[src/rtl/lsu_pkg.sv]
package lsu_pkg;
  localparam int unsigned WORD_W = 32;
  localparam int unsigned LANES  = WORD_W / 8;
  localparam int unsigned LO_W   = $clog2(LANES);

  typedef enum logic [1:0] {
    SZ_BYTE = 2'b00,
    SZ_HALF = 2'b01,
    SZ_WORD = 2'b10,
    SZ_WIDE = 2'b11
  } size_e;

  typedef enum logic [1:0] {
    ST_IDLE = 2'b00,
    ST_REQ  = 2'b01,
    ST_RESP = 2'b10
  } lsu_state_e;
endpackage

[src/rtl/lsu_agen.sv]
module lsu_agen
  import lsu_pkg::*;
#(
  parameter int unsigned ADDR_W = 32,
  parameter int unsigned DISP_W = 16
) (
  input  logic [ADDR_W-1:0] base_i,
  input  logic [DISP_W-1:0] disp_i,
  input  logic [1:0]        size_i,
  output logic [ADDR_W-1:0] ea_o,
  output logic              misalign_o
);
  localparam int unsigned EXT_W = ADDR_W - DISP_W;

  assign ea_o = base_i + {{EXT_W{disp_i[DISP_W-1]}}, disp_i};

  always_comb begin
    unique case (size_e'(size_i))
      SZ_BYTE: misalign_o = 1'b0;
      SZ_HALF: misalign_o = ea_o[0];
      default: misalign_o = |ea_o[LO_W-1:0];
    endcase
  end
endmodule

[src/rtl/lsu_store_lane.sv]
module lsu_store_lane
  import lsu_pkg::*;
(
  input  logic [1:0]        size_i,
  input  logic [LO_W-1:0]   lo_i,
  input  logic [WORD_W-1:0] src_i,
  output logic [LANES-1:0]  be_o,
  output logic [WORD_W-1:0] data_o
);
  for (genvar l = 0; l < LANES; l++) begin : g_lane
    localparam logic [LO_W-1:0] LANE_IDX = LO_W'(l);
    localparam int unsigned HALF_OFS = 8 * (l % 2);
    always_comb begin
      unique case (size_e'(size_i))
        SZ_BYTE: begin
          be_o[l]         = (lo_i == LANE_IDX);
          data_o[8*l +: 8] = src_i[7:0];
        end
        SZ_HALF: begin
          be_o[l]         = (lo_i[LO_W-1] == LANE_IDX[LO_W-1]);
          data_o[8*l +: 8] = src_i[HALF_OFS +: 8];
        end
        default: begin
          be_o[l]         = 1'b1;
          data_o[8*l +: 8] = src_i[8*l +: 8];
        end
      endcase
    end
  end
endmodule

[src/rtl/lsu_load_ext.sv]
module lsu_load_ext
  import lsu_pkg::*;
(
  input  logic [1:0]        size_i,
  input  logic              signed_i,
  input  logic [LO_W-1:0]   lo_i,
  input  logic [WORD_W-1:0] rdata_i,
  output logic [WORD_W-1:0] result_o
);
  logic [7:0]  byte_sel;
  logic [15:0] half_sel;

  assign byte_sel = rdata_i[{lo_i, 3'b000} +: 8];
  assign half_sel = rdata_i[{lo_i[LO_W-1], 4'b0000} +: 16];

  always_comb begin
    unique case (size_e'(size_i))
      SZ_BYTE: result_o = {{(WORD_W-8){signed_i & byte_sel[7]}}, byte_sel};
      SZ_HALF: result_o = {{(WORD_W-16){signed_i & half_sel[15]}}, half_sel};
      default: result_o = rdata_i;
    endcase
  end
endmodule

[src/rtl/mem_lane_unit.sv]
module mem_lane_unit
  import lsu_pkg::*;
#(
  parameter int unsigned ADDR_W = 32,
  parameter int unsigned DISP_W = 16
) (
  input  logic              clk_i,
  input  logic              rst_ni,
  input  logic              req_valid_i,
  output logic              req_ready_o,
  input  logic              write_i,
  input  logic [1:0]        size_i,
  input  logic              signed_i,
  input  logic [ADDR_W-1:0] base_i,
  input  logic [DISP_W-1:0] disp_i,
  input  logic [WORD_W-1:0] wdata_i,
  output logic              mem_valid_o,
  input  logic              mem_ready_i,
  output logic              mem_we_o,
  output logic [ADDR_W-1:0] mem_addr_o,
  output logic [LANES-1:0]  mem_be_o,
  output logic [WORD_W-1:0] mem_wdata_o,
  input  logic              mem_rvalid_i,
  input  logic [WORD_W-1:0] mem_rdata_i,
  output logic              fault_o,
  output logic [ADDR_W-1:0] fault_addr_o,
  output logic              ld_valid_o,
  output logic [WORD_W-1:0] ld_data_o
);
  lsu_state_e        st_q;
  logic [ADDR_W-1:0] addr_q, fault_addr_q, ea;
  logic              we_q, sgn_q, fault_q, ld_valid_q, misalign, accept;
  logic [1:0]        size_q;
  logic [LANES-1:0]  be_q, be_d;
  logic [WORD_W-1:0] wdata_q, wdata_d, ld_data_q, ld_res;

  lsu_agen #(.ADDR_W(ADDR_W), .DISP_W(DISP_W)) u_agen (
    .base_i    (base_i),
    .disp_i    (disp_i),
    .size_i    (size_i),
    .ea_o      (ea),
    .misalign_o(misalign)
  );

  lsu_store_lane u_store (
    .size_i(size_i),
    .lo_i  (ea[LO_W-1:0]),
    .src_i (wdata_i),
    .be_o  (be_d),
    .data_o(wdata_d)
  );

  lsu_load_ext u_load (
    .size_i  (size_q),
    .signed_i(sgn_q),
    .lo_i    (addr_q[LO_W-1:0]),
    .rdata_i (mem_rdata_i),
    .result_o(ld_res)
  );

  assign accept = req_valid_i && (st_q == ST_IDLE);

  always_ff @(posedge clk_i or negedge rst_ni) begin
    if (!rst_ni) begin
      st_q         <= ST_IDLE;
      addr_q       <= '0;
      we_q         <= 1'b0;
      be_q         <= '0;
      wdata_q      <= '0;
      size_q       <= 2'b00;
      sgn_q        <= 1'b0;
      fault_q      <= 1'b0;
      fault_addr_q <= '0;
      ld_valid_q   <= 1'b0;
      ld_data_q    <= '0;
    end else begin
      fault_q    <= 1'b0;
      ld_valid_q <= 1'b0;
      unique case (st_q)
        ST_IDLE: if (accept) begin
          if (misalign) begin
            fault_q      <= 1'b1;
            fault_addr_q <= ea;
          end else begin
            st_q    <= ST_REQ;
            addr_q  <= ea;
            we_q    <= write_i;
            be_q    <= be_d;
            wdata_q <= wdata_d;
            size_q  <= size_i;
            sgn_q   <= signed_i;
          end
        end
        ST_REQ: if (mem_ready_i) st_q <= we_q ? ST_IDLE : ST_RESP;
        ST_RESP: if (mem_rvalid_i) begin
          ld_valid_q <= 1'b1;
          ld_data_q  <= ld_res;
          st_q       <= ST_IDLE;
        end
        default: st_q <= ST_IDLE;
      endcase
    end
  end

  assign req_ready_o  = (st_q == ST_IDLE);
  assign mem_valid_o  = (st_q == ST_REQ);
  assign mem_we_o     = we_q;
  assign mem_addr_o   = addr_q;
  assign mem_be_o     = be_q;
  assign mem_wdata_o  = wdata_q;
  assign fault_o      = fault_q;
  assign fault_addr_o = fault_addr_q;
  assign ld_valid_o   = ld_valid_q;
  assign ld_data_o    = ld_data_q;
endmodule

[config.mk]
export PLATFORM = sky130hd
export DESIGN_NAME = mem_lane_unit
export DESIGN_NICKNAME = d
export VERILOG_FILES = /design/src/rtl/lsu_pkg.sv /design/src/rtl/lsu_agen.sv /design/src/rtl/lsu_store_lane.sv /design/src/rtl/lsu_load_ext.sv /design/src/rtl/mem_lane_unit.sv
export SDC_FILE = /design/constraint.sdc
export NUM_CORES = 1
export LEC_CHECK = 0
export BUFFER_PORTS_ARGS = -buffer_cell sky130_fd_sc_hd__buf_4
export CORE_UTILIZATION = 28
export DETAILED_ROUTE_END_ITERATION = 16
export GPL_TIMING_DRIVEN = 1
export HOLD_SLACK_MARGIN = 0.02
export PLACE_DENSITY = 0.59
export RECOVER_POWER = 100
export SYNTH_ARGS = -nofsm -noshare
export SYNTH_HDL_FRONTEND = slang
export SYNTH_HIERARCHICAL = 1
export SYNTH_SLANG_ARGS = --single-unit
[constraint.sdc]
create_clock -name clk_i -period 2.1 [get_ports clk_i]
set_input_delay 0.21 -clock clk_i [delete_from_list [all_inputs] [get_ports clk_i]]
set_output_delay 0.21 -clock clk_i [all_outputs]
set_load 0.01 [all_outputs]
Word level (Yosys, flattened, before mapping):

Index checks and enable logic that the tools add are counted.

* logic and storage cells: 60
* bits in registers: 140
* output and inout port bits: 137
* input port bits: 121

* shift operators: 2
* bitwise logic cells: 4
* mux-type cells: 20
* reduce and logical (&&, ||, !) cells: 11
* add/sub/neg operators: 1
* equality and inequality tests: 11

Operators by type and width (count)
* $pmux W32 S2: 1
* $add A32 B32 Y32: 1
* $shiftx A32 B6 Y16: 1
* $shiftx A32 B6 Y8: 1
* $mux W8: 2
* $pmux W8 S2: 1
* $mux W2: 5
* $pmux W1 S2: 5
* $eq A2 B1 Y1 const B: 4
* $logic_not A2 Y1: 4
* $eq A2 B2 Y1 const B: 3
* $pmux W2 S3: 1
* $reduce_and A3 Y1: 2
* $mux W1: 5
* $ne A2 B1 Y1 const B: 2
* $ne A2 B2 Y1 const B: 2
* $reduce_and A4 Y1: 1
* $reduce_or A2 Y1: 2
* $and A1 B1 Y1: 2
* $not A1 Y1: 2
* $reduce_and A2 Y1: 1
* $logic_and A1 B1 Y1: 1

Longest topological paths before layout:

Gate-level depths: netlist (run 1).

* word-level depth: 6
* gate-level depth with buffers: 10

Cells and area by module:

The synthesis (run 1) kept the hierarchy.

Modules (own cells, without submodules)
* mem_lane_unit: area each 5590.4 um2, cells each 303, times used 1
* lsu_agen: area each 1756.7 um2, cells each 244, times used 1
* lsu_load_ext: area each 724.4 um2, cells each 117, times used 1
* lsu_store_lane: area each 531.8 um2, cells each 60, times used 1

Worst setup path before layout (run 1):

No wires, ideal clock.

* kind: input to register
* start point: in base_i[0]
* end point: reg fault_addr_q[26], in the netlist fault_addr_o[26]
* setup slack: -343 ps
* buffers on the path: 0
* cell stages on the path: 10
* data required time: 1975 ps
* data arrival time: 2318 ps
* cell sequence: ha_1 > fa_1 > a21o_1 > a31o_2 > nand3_1 > o221ai_1 > a311oi_1 > o21bai_1 > xor2_1 > mux2_2

* elaborated cells between the ends (all ways): 4
* classes of those cells: add/sub: 1; mux: 1; reduce/logical: 2

RTL lines
* start, declared: line mem_lane_unit.sv:14 `input logic [ADDR_W-1:0] base_i,`
* $add A32 B32 Y32: line lsu_agen.sv:15 `assign ea_o = base_i + {{EXT_W{disp_i[DISP_W-1]}}, disp_i};`
* named net ea[26]: line mem_lane_unit.sv:31 `logic [ADDR_W-1:0] addr_q, fault_addr_q, ea;`
* end signal, assigned: line mem_lane_unit.sv:73 `fault_addr_q <= '0;`
* end signal, assigned: line mem_lane_unit.sv:83 `fault_addr_q <= ea;`
* end, declared: line mem_lane_unit.sv:31

The timed path passes the listed nets, and every way through them passes these cells.
A chain may end at the register's enable or synchronous reset.

Worst setup path in the final report (run 1):

* start point: in disp_i[15]
* end point: reg fault_addr_q[31], in the netlist fault_addr_o[31]

* word-level cells in the longest chain between the ends: 1

Ends and longest elaborated chain
* start, declared: line mem_lane_unit.sv:15 `input logic [DISP_W-1:0] disp_i,`
* $add A32 B32 Y32: line lsu_agen.sv:15
* named net ea[31]: line mem_lane_unit.sv:31

The timed path passes the listed nets, and every way through them passes these cells.

==> run summary, run 1 <==
The most frequent standard cell in the layout excluding fill and tap cells is buf_4. Headroom to the max-slew limit came out at 16.50%. Summed over all instances, the cell type with the most area after synthesis is dfrtp_1. In this run the mean area of a mapped cell was 11.88 sq um.

In this run switching power makes up 37.76% of total power. The proportion of register bits with asynchronous set or reset after synthesis came out at 100.0%. The final critical path takes up 99.07% of the cycle. Width of the chip: 177.3 um. Entering global routing, the biggest net connects 48 pins.

Counting distinct cell types in the post-synthesis netlist gives 68. The register area is 3503 sq um. In the layout the commonest cells are buf_4 (228), dfrtp_1 (140), clkbuf_1 (138). Ranked by total cell area, the synthesized netlist is headed by dfrtp_1 (41%), mux2_4 (12%), mux2_2 (12%).

Overall routing resource usage: 16.43%. Per report_power, the clock group accounts for 20.8% of the total. The run finished with clean final reports.

The kind of start point of the critical path is an input pin. The logs give 5070 sq um for the multi-input combinational cell area and 0 for the number of failing setup endpoints in the final timing report. The sequential cell fraction of total power was 32.5%.

Count of buffers inserted at the top-level ports: 257. The run gives 0 as the total DRC errors in the routed layout. Once detailed placement completed, the half-perimeter wirelength came to 19.96 mm. In this run the worst path has a maximum fanout of 11. The logs give 63 for the number of core rows and 7121 for the number of global-route vias before repair. The first TritonRoute pass finished after 5 iterations. The logs give 11.50 mm for the total routed wire length on the met1 layer and 1445 for the cell total after placement. Dividing the detail-routed via count by the number of cells gives 4.706. The die footprint came out at 31430 sq um. At the end of the flow the core is filled with cells to 40.84%. The clock period could shrink to 2.081 ns.

The tools report the total length of routed wires as 25.90 mm. At the end of the flow, the number of nets in the layout was 1235. For this run the aggregate overflow at the end of global routing stands at 0. The routed layout has 6989 vias.

The synthesized design contains 140 register bits. The tools report the worst setup skew after layout as 0.01188 ns. For this block, the initial DRC count from the detailed router was 310. On the critical path the largest part of the delay comes from compound AO/OA/AOI/OAI gates. The achievable frequency was 480.7 MHz. After floorplanning, the core was sized to cover 29950 sq um.

For the worst-skew pair, the clock arrives at the later sink with an insertion delay of 0.43 ns. For the wire length on met3, the log shows 1.608 mm. Signal routing reaches up to met4. Timing analysis after detailed placement gives a worst setup slack of -0.4473 ns. The run gives 0 as the count of pins over their slew limit. The synthesized design contains 0 enable-type register cells. Together, buffers and inverters on the worst path number 2. The number of hold-slack violations in the final timing report is 0.

TritonCTS built the clock tree. The share of the synthesized area in the top cell type is 40.72%, and the effective utilization at floorplan is 28.72%. The maximum ir drop on the vdd rail was 0.6173 mV. Once detail routing completed, the nets flagged for antenna violations numbered 0. For the number of ports placed on the die boundary, the log shows 258. Buffers inserted during clock tree synthesis total 17. The setup check on the worst reg-to-reg path leaves a slack of 0.13 ns.

The transition time of the tightest slew-check pin is 1.253 ns, and the layout filler cell count is 2984. The internal portion of the total power is 9.237 mW. The non-filler instance count after layout was 1485; the routability congestion estimate from global placement was 0.8807. Overall power consumption after layout is estimated at 14.84 mW.

After clock tree synthesis, the clock-pin slew on the worst setup and hold paths is 0.07 ns. In the synthesized netlist the dominant register cell turns out to be dfrtp_1. Initial antenna violation count: 0. The critical path goes through buf_4, ha_1, buf_4, a21o_1, a22o_1, a311oi_4, nor4_1, or3_4, mux2_4. Cell at the root of the clock tree: clkbuf_16.

Antenna diode instance count: 0. After detailed placement, the total cell area comes to 11980 sq um. Data arrival time of the critical path: 2.39 ns.

In this design, the critical path's most frequently occurring cell is buf_4. The slowest stage of the critical path belongs to the cell or3_4. STA classifies the critical path endpoint as a flop. Across all setup checks in the final design, the least slack found is 0.01950 ns.

The largest buffer count on any clock path was 2. Data on the critical path is required at its endpoint by 2.41 ns. For this design the total switching power over the nets is 5.605 mW. The clock net in this run drives a total of 140 sinks.

The first global-routing pass estimated 39.57 mm of wire. The largest single stage delay on the critical path is 0.38 ns. The final setup TNS was 0 ns.

The synthesized netlist net count was 877; the area of all placed cells without fillers was 12230 sq um. The run gives 12.31 mm as the detailed-routed wire length on met2. Static leakage: 5.541 nW. The area growth from synthesis to final layout was 42.19%; the count of max-cap constraint violations was 0. For this design the ratio of total power to cell area is 1213 nW/um^2. The instance count of the mapped netlist is 724. Setup repair after global routing could not meet its margin everywhere. The die is 177.3 um tall. The mapped netlist covers 8603 sq um.

Combinational logic burns 46.7% of the power. The average routed wire per standard cell came out at 17.44 um. The worst hold path belongs to the class input pin to flop. Final hold analysis gives a worst-case slack of 0.05250 ns.

The sequential element share of the synthesized area is 40.72%, and the maximum level of the CTS H-tree is 4. Number of warnings reported in the yosys synthesis log: 6. The class of the most critical setup path is input pin to flop. The post-route netlist has 47.40% of its cells at a drive strength greater than 1.
layer usage:
layer / vias to the layer above / global-route usage (%)
met5: - / 0
met4: 0 / 5.734
met3: 23 / 4.284
met2: 206 / 26.37
met1: 3416 / 21.25
li1: 3344 / -
synth_stat cells (3+ instances only):
master      n
a211oi_1    3
a21o_1     21
a21oi_1    53
a21oi_2    10
a22oi_1     8
a31oi_1     3
buf_12      7
buf_2      10
buf_4       9
buf_6       8
clkbuf_1   13
dfrtp_1   140
ha_1       31
inv_1      10
mux2_2     89
mux2_4     70
mux2i_1    12
nand2_1    51
nand2b_1    3
nand3_1    10
nand4_1     8
nor2_1     17
nor2b_1    12
nor3_1      5
nor3b_1     3
o211ai_1    3
o21ai_0    20
o21ai_2     9
o21bai_1    7
or2_2       3
xnor2_1    13
xor2_1     15
logic make-up (layout without fill, tap and decap cells):
family                     after synthesis  after routing  synth area share (%)
muxes                                  173            173                 25.52
AOI/OAI and AO/OA                      162            162                 13.06
DFF                                    140            140                 40.72
and+or+nand+nor                        128            128                 7.621
buffers and inverters                   61            432                 5.483
adders and majority gates               32             32                 4.741
xor gates and xnor gates                28             28                 2.851
sequential cells by signal (all words and copies together), names as in the netlist:
register / count
fault_o: 1
mem_wdata_o: 32
sgn_q: 1
size_q: 2
mem_addr_o: 32
fault_addr_o: 32
st_q: 2
ld_valid_o: 1
mem_we_o: 1
mem_be_o: 4
ld_data_o: 32
power by group through the flow:
stage          Clock, mW  Sequential [mW]  Combinational, mW
2_1_floorplan          0             5.35               3.87
3_3_place_gp           0             4.87               7.95
3_5_place_dp           0             4.87               8.02
4_1_cts             3.22             4.87               8.05
5_1_grt             3.33             5.00               7.47
6_report            3.09             4.82               6.93
what timing repair did:
action,4_1_cts,5_1_grt
endpoints found under the setup margin,1,16
setup buffers,0,5
endpoints found under the hold margin,44,0
hold buffers,3,0
pin swaps,0,19
resized for setup,1,36
path summary, 6_finish.rpt:
path | to | start | depth (start not counted)
worst max-delay path | fault_addr_o[31] | disp_i[15] | 9
worst min-delay path | mem_wdata_o[1] | wdata_i[1] | 2
worst max register to register | ld_data_o[5] | size_q[0] | 5
worst min register to register | fault_addr_o[3] | fault_addr_o[3] | 1
max in group asynchronous | ld_data_o[7] | rst_ni | 3
min in group asynchronous | mem_addr_o[4] | rst_ni | 2
area by class of cell:
cell class	count	share of cell area, %
clock buffer	17	3.478
clock inverter	15	1.391
inverter	10	0.3068
multi-input combinational	523	41.44
sequential	140	28.64
tap	390	3.989
timing repair buffer	390	20.75
No activity file was read; power rests on OpenSTA's default activity.
==> run 2, diff against run 1 <==
Settings changed: RECOVER_POWER 100 to unset.
==> run 2 against run 1 <==
  * Via count is 0.26% lower
  * Register-to-register slack hardly changed
  * Flip-flop and latch count stayed put
  * Cell area is 5.0% higher
  * Sequential share of layout area is 1.4 points lower
  * Fmax hardly changed
  * Core utilization is 2.0 points higher
  * Worst setup slack better by 0.0018 ns
  * Clock-buffer cell count stayed put
  * Die area stayed put
==> run summary, run 2 (same netlist as run 1, synthesis figures left out) <==
The area of all placed cells without fillers came out at 12840 sq um (was 12230 sq um). The run gives 2831 (was 2984) as the layout filler cell count. The worst setup timing slack at the placement stage is -0.4473 ns (unchanged), and the worst setup skew after layout is 0.01143 ns (was 0.01188 ns).

The kind of start point of the critical path is an input pin (unchanged). The post-layout net count came out at 1235 (unchanged). The capturing point of the worst reg2reg path is ld_data_o[5] (unchanged). The final cycle utilization of the critical path works out to 98.99% (was 99.07%).

Setup repair after global routing could not meet its margin everywhere. The class of the most critical setup path was input pin to flop (unchanged). The tools report the critical path required time as 2.41 ns (about the same).

The total number of vias was 6971 (was 6989). The effective utilization at floorplan was 28.72% (unchanged). The tools report the cell at the root of the clock tree as clkbuf_16 (unchanged). The run gives 6.092 nW (was 5.541 nW) as the static leakage. The logs give 0.43 ns (about the same) for the clock network latency to the later pin of the worst-skew pair and 0.7253 mV (was 0.6173 mV) for the maximum ir drop on the vdd rail.

The logs give 19.96 mm (unchanged) for the HPWL reported at the end of detailed placement and 304 (was 310) for the number of DRC markers after the initial detailed-route iteration. Most frequent standard cell in the layout excluding fill and tap cells: buf_4 (unchanged). The total DRC errors in the routed layout is 0 (unchanged), and the routability congestion estimate from global placement is 0.8807 (unchanged). The transition time of the tightest slew-check pin is 0.7071 ns (was 1.253 ns).

The final critical-path required period was 2.079 ns (was 2.081 ns); the post-placement cell area was 11980 sq um (unchanged). The fraction of final layout cells with drive strength greater than 1 was 60.37% (was 47.40%); the largest buffer count on any clock path was 2 (unchanged). The number of ports placed on the die boundary is 258 (unchanged). The area growth from synthesis to final layout is 49.27% (was 42.19%), and the worst-path maximum fanout is 11 (unchanged). The flow ran to the end, and the final reports show no timing, DRC or antenna violations.

The tools report the number of failing setup endpoints in the final timing report as 0 (unchanged). The chip height is 177.3 um (unchanged). Total length of routed wires: 25.96 mm (was 25.90 mm). The tools report the core area as 29950 sq um (unchanged). The die footprint is 31430 sq um (unchanged). The register area came out at 3503 sq um (unchanged). The number of core rows came out at 63 (unchanged).

Leading cell types in the layout, fill and taps excluded: buf_4 (370), dfrtp_1 (140), mux2_4 (94) (was buf_4 (228), dfrtp_1 (140), clkbuf_1 (138)). Remaining antenna violation count after routing: 0 (unchanged). The maximum level of the CTS H-tree was 4 (unchanged); the global route total overflow was 0 (unchanged). Antenna diode instance count: 0 (unchanged).

The worst hold path cell count works out to 2 (unchanged). The clock net sink count was 140 (unchanged). Overall routing resource usage: 16.43% (unchanged).

The count of buffers inserted at the top-level ports came out at 257 (unchanged). Cell depth of the worst flop-to-flop path: 5 (unchanged). The global-route wire length before repair is 39.57 mm (unchanged), and the worst slew margin relative to its limit is 52.76% (was 16.50%). The number of global-route vias before repair was 7121 (unchanged). The initial antenna violation count was 0 (unchanged). Worst hold endpoint: mem_wdata_o[3] (was mem_wdata_o[1]). The clock transition time at the flip-flop clock pins of the worst setup and hold paths is 0.07 ns (about the same). The worst setup slack for register-to-register paths is 0.14 ns (was 0.13 ns). The tools report the achievable frequency as 481.1 MHz (was 480.7 MHz). For the fraction of the core area covered by cells at the end of the flow, the log shows 42.87% (was 40.84%). The number of vias per cell works out to 4.694 (was 4.706). The run gives 0 (unchanged) as the count of max-cap constraint violations.

TritonCTS built the clock tree. The run gives 0 (unchanged) as the number of hold-slack violations in the final timing report. Class of the most critical hold timing path: input pin to flop (unchanged). The data arrival time of the critical path was 2.39 ns (about the same). Launch point of the worst reg-to-reg path: size_q[0] (unchanged). The worst hold margin is 0.04999 ns (was 0.05250 ns), and the maximum number of pins on one net before global-route repair is 48 (unchanged).

For the total CTS buffers, the log shows 17 (unchanged). The start point of the critical path was disp_i[15] (unchanged). The width of the chip came out at 177.3 um (unchanged). The tools report the type of destination of the critical path as a flop (unchanged). The count of pins over their slew limit is 0 (unchanged), and the final setup TNS is 0 ns (unchanged). For the least setup slack across all paths after layout, the log shows 0.02131 ns (was 0.01950 ns).

The multi-input combinational cell area came out at 5092 sq um (was 5070 sq um). The power density normalized to cell area was 1247 nW/um^2 (was 1213 nW/um^2). Average routed wire per standard cell: 17.48 um (was 17.44 um).

The startpoint of the tightest hold check path is wdata_i[3] (was wdata_i[1]). First-pass iteration count of the detailed router: 5 (unchanged).
==> run 2: cell types whose count changed in the layout (fill, tap and decap cells not counted), moves of 3 or more <==
cell,before,now
mux2_4,91,94
buf_12,9,14
clkbuf_2,7,0
mux2_1,5,2
clkbuf_1,138,0
buf_4,228,370
==> run 2: what timing repair did <==
action	4_1_cts	5_1_grt
endpoints found under the hold margin	44	0
setup endpoints to repair	1	16
hold buffers	3	0
setup buffers	0	5
resized for setup	1	36
pin swaps	0	19
==> run 2: stage by stage <==
| step | cells | power (mW) |
|---|---|---|
| after floorplan | 724 | 9.223 |
| after global placement | 1445 | 12.82 |
| after detailed placement | 1445 | 12.89 |
| after CTS | 1480 | 16.14 |
| after global routing | 1485 | 16.99 |
| final | 1485 | 16.02 |
==> run 2: how the worst max path moves through the flow <==
stage | cells past startpoint | end | slack, ns
2_1_floorplan | 9 | fault_addr_o[31] | -0.23
5_1_grt | 11 | mem_addr_o[31] | -0.009
3_3_place_gp | 10 | fault_addr_o[26] | -0.44
3_5_place_dp | 10 | fault_addr_o[26] | -0.45
4_1_cts | 11 | fault_addr_o[26] | 0.005
6_report | 9 | fault_addr_o[31] | 0.02
==> run 2: cell type report <==
| cell class | instances | share of cell area [%] |
|---|---|---|
| timing repair buffer | 390 | 24.34 |
| tap | 390 | 3.800 |
| multi-input combinational | 523 | 39.65 |
| sequential | 140 | 27.28 |
| inverter | 10 | 0.2923 |
| clock buffer | 17 | 3.313 |
| clock inverter | 15 | 1.325 |
==> run 2: worst max-delay path, cell delays in order <==
cell	delay, ns
buf_4	0.17
ha_1	0.33
buf_4	0.16
a21o_1	0.15
a22o_1	0.25
a311oi_4	0.35
nor4_1	0.11
or3_4	0.38
mux2_4	0.26
==> run 2: power by group <==
part           internal [mW]  switching [mW]
combinational           4.64            3.42
clock                   1.70            1.39
sequential              4.02           0.849
total                   10.4            5.66
==> run 2: metal layers <==
| layer | wire (um) | vias to the layer above | global-route usage [%] |
|---|---|---|---|
| li1 | - | 3345 | - |
| met1 | 11360 | 3394 | 21.25 |
| met2 | 12350 | 206 | 26.37 |
| met3 | 1727 | 26 | 4.284 |
| met4 | 533 | 0 | 5.734 |
| met5 | 0 | - | 0 |
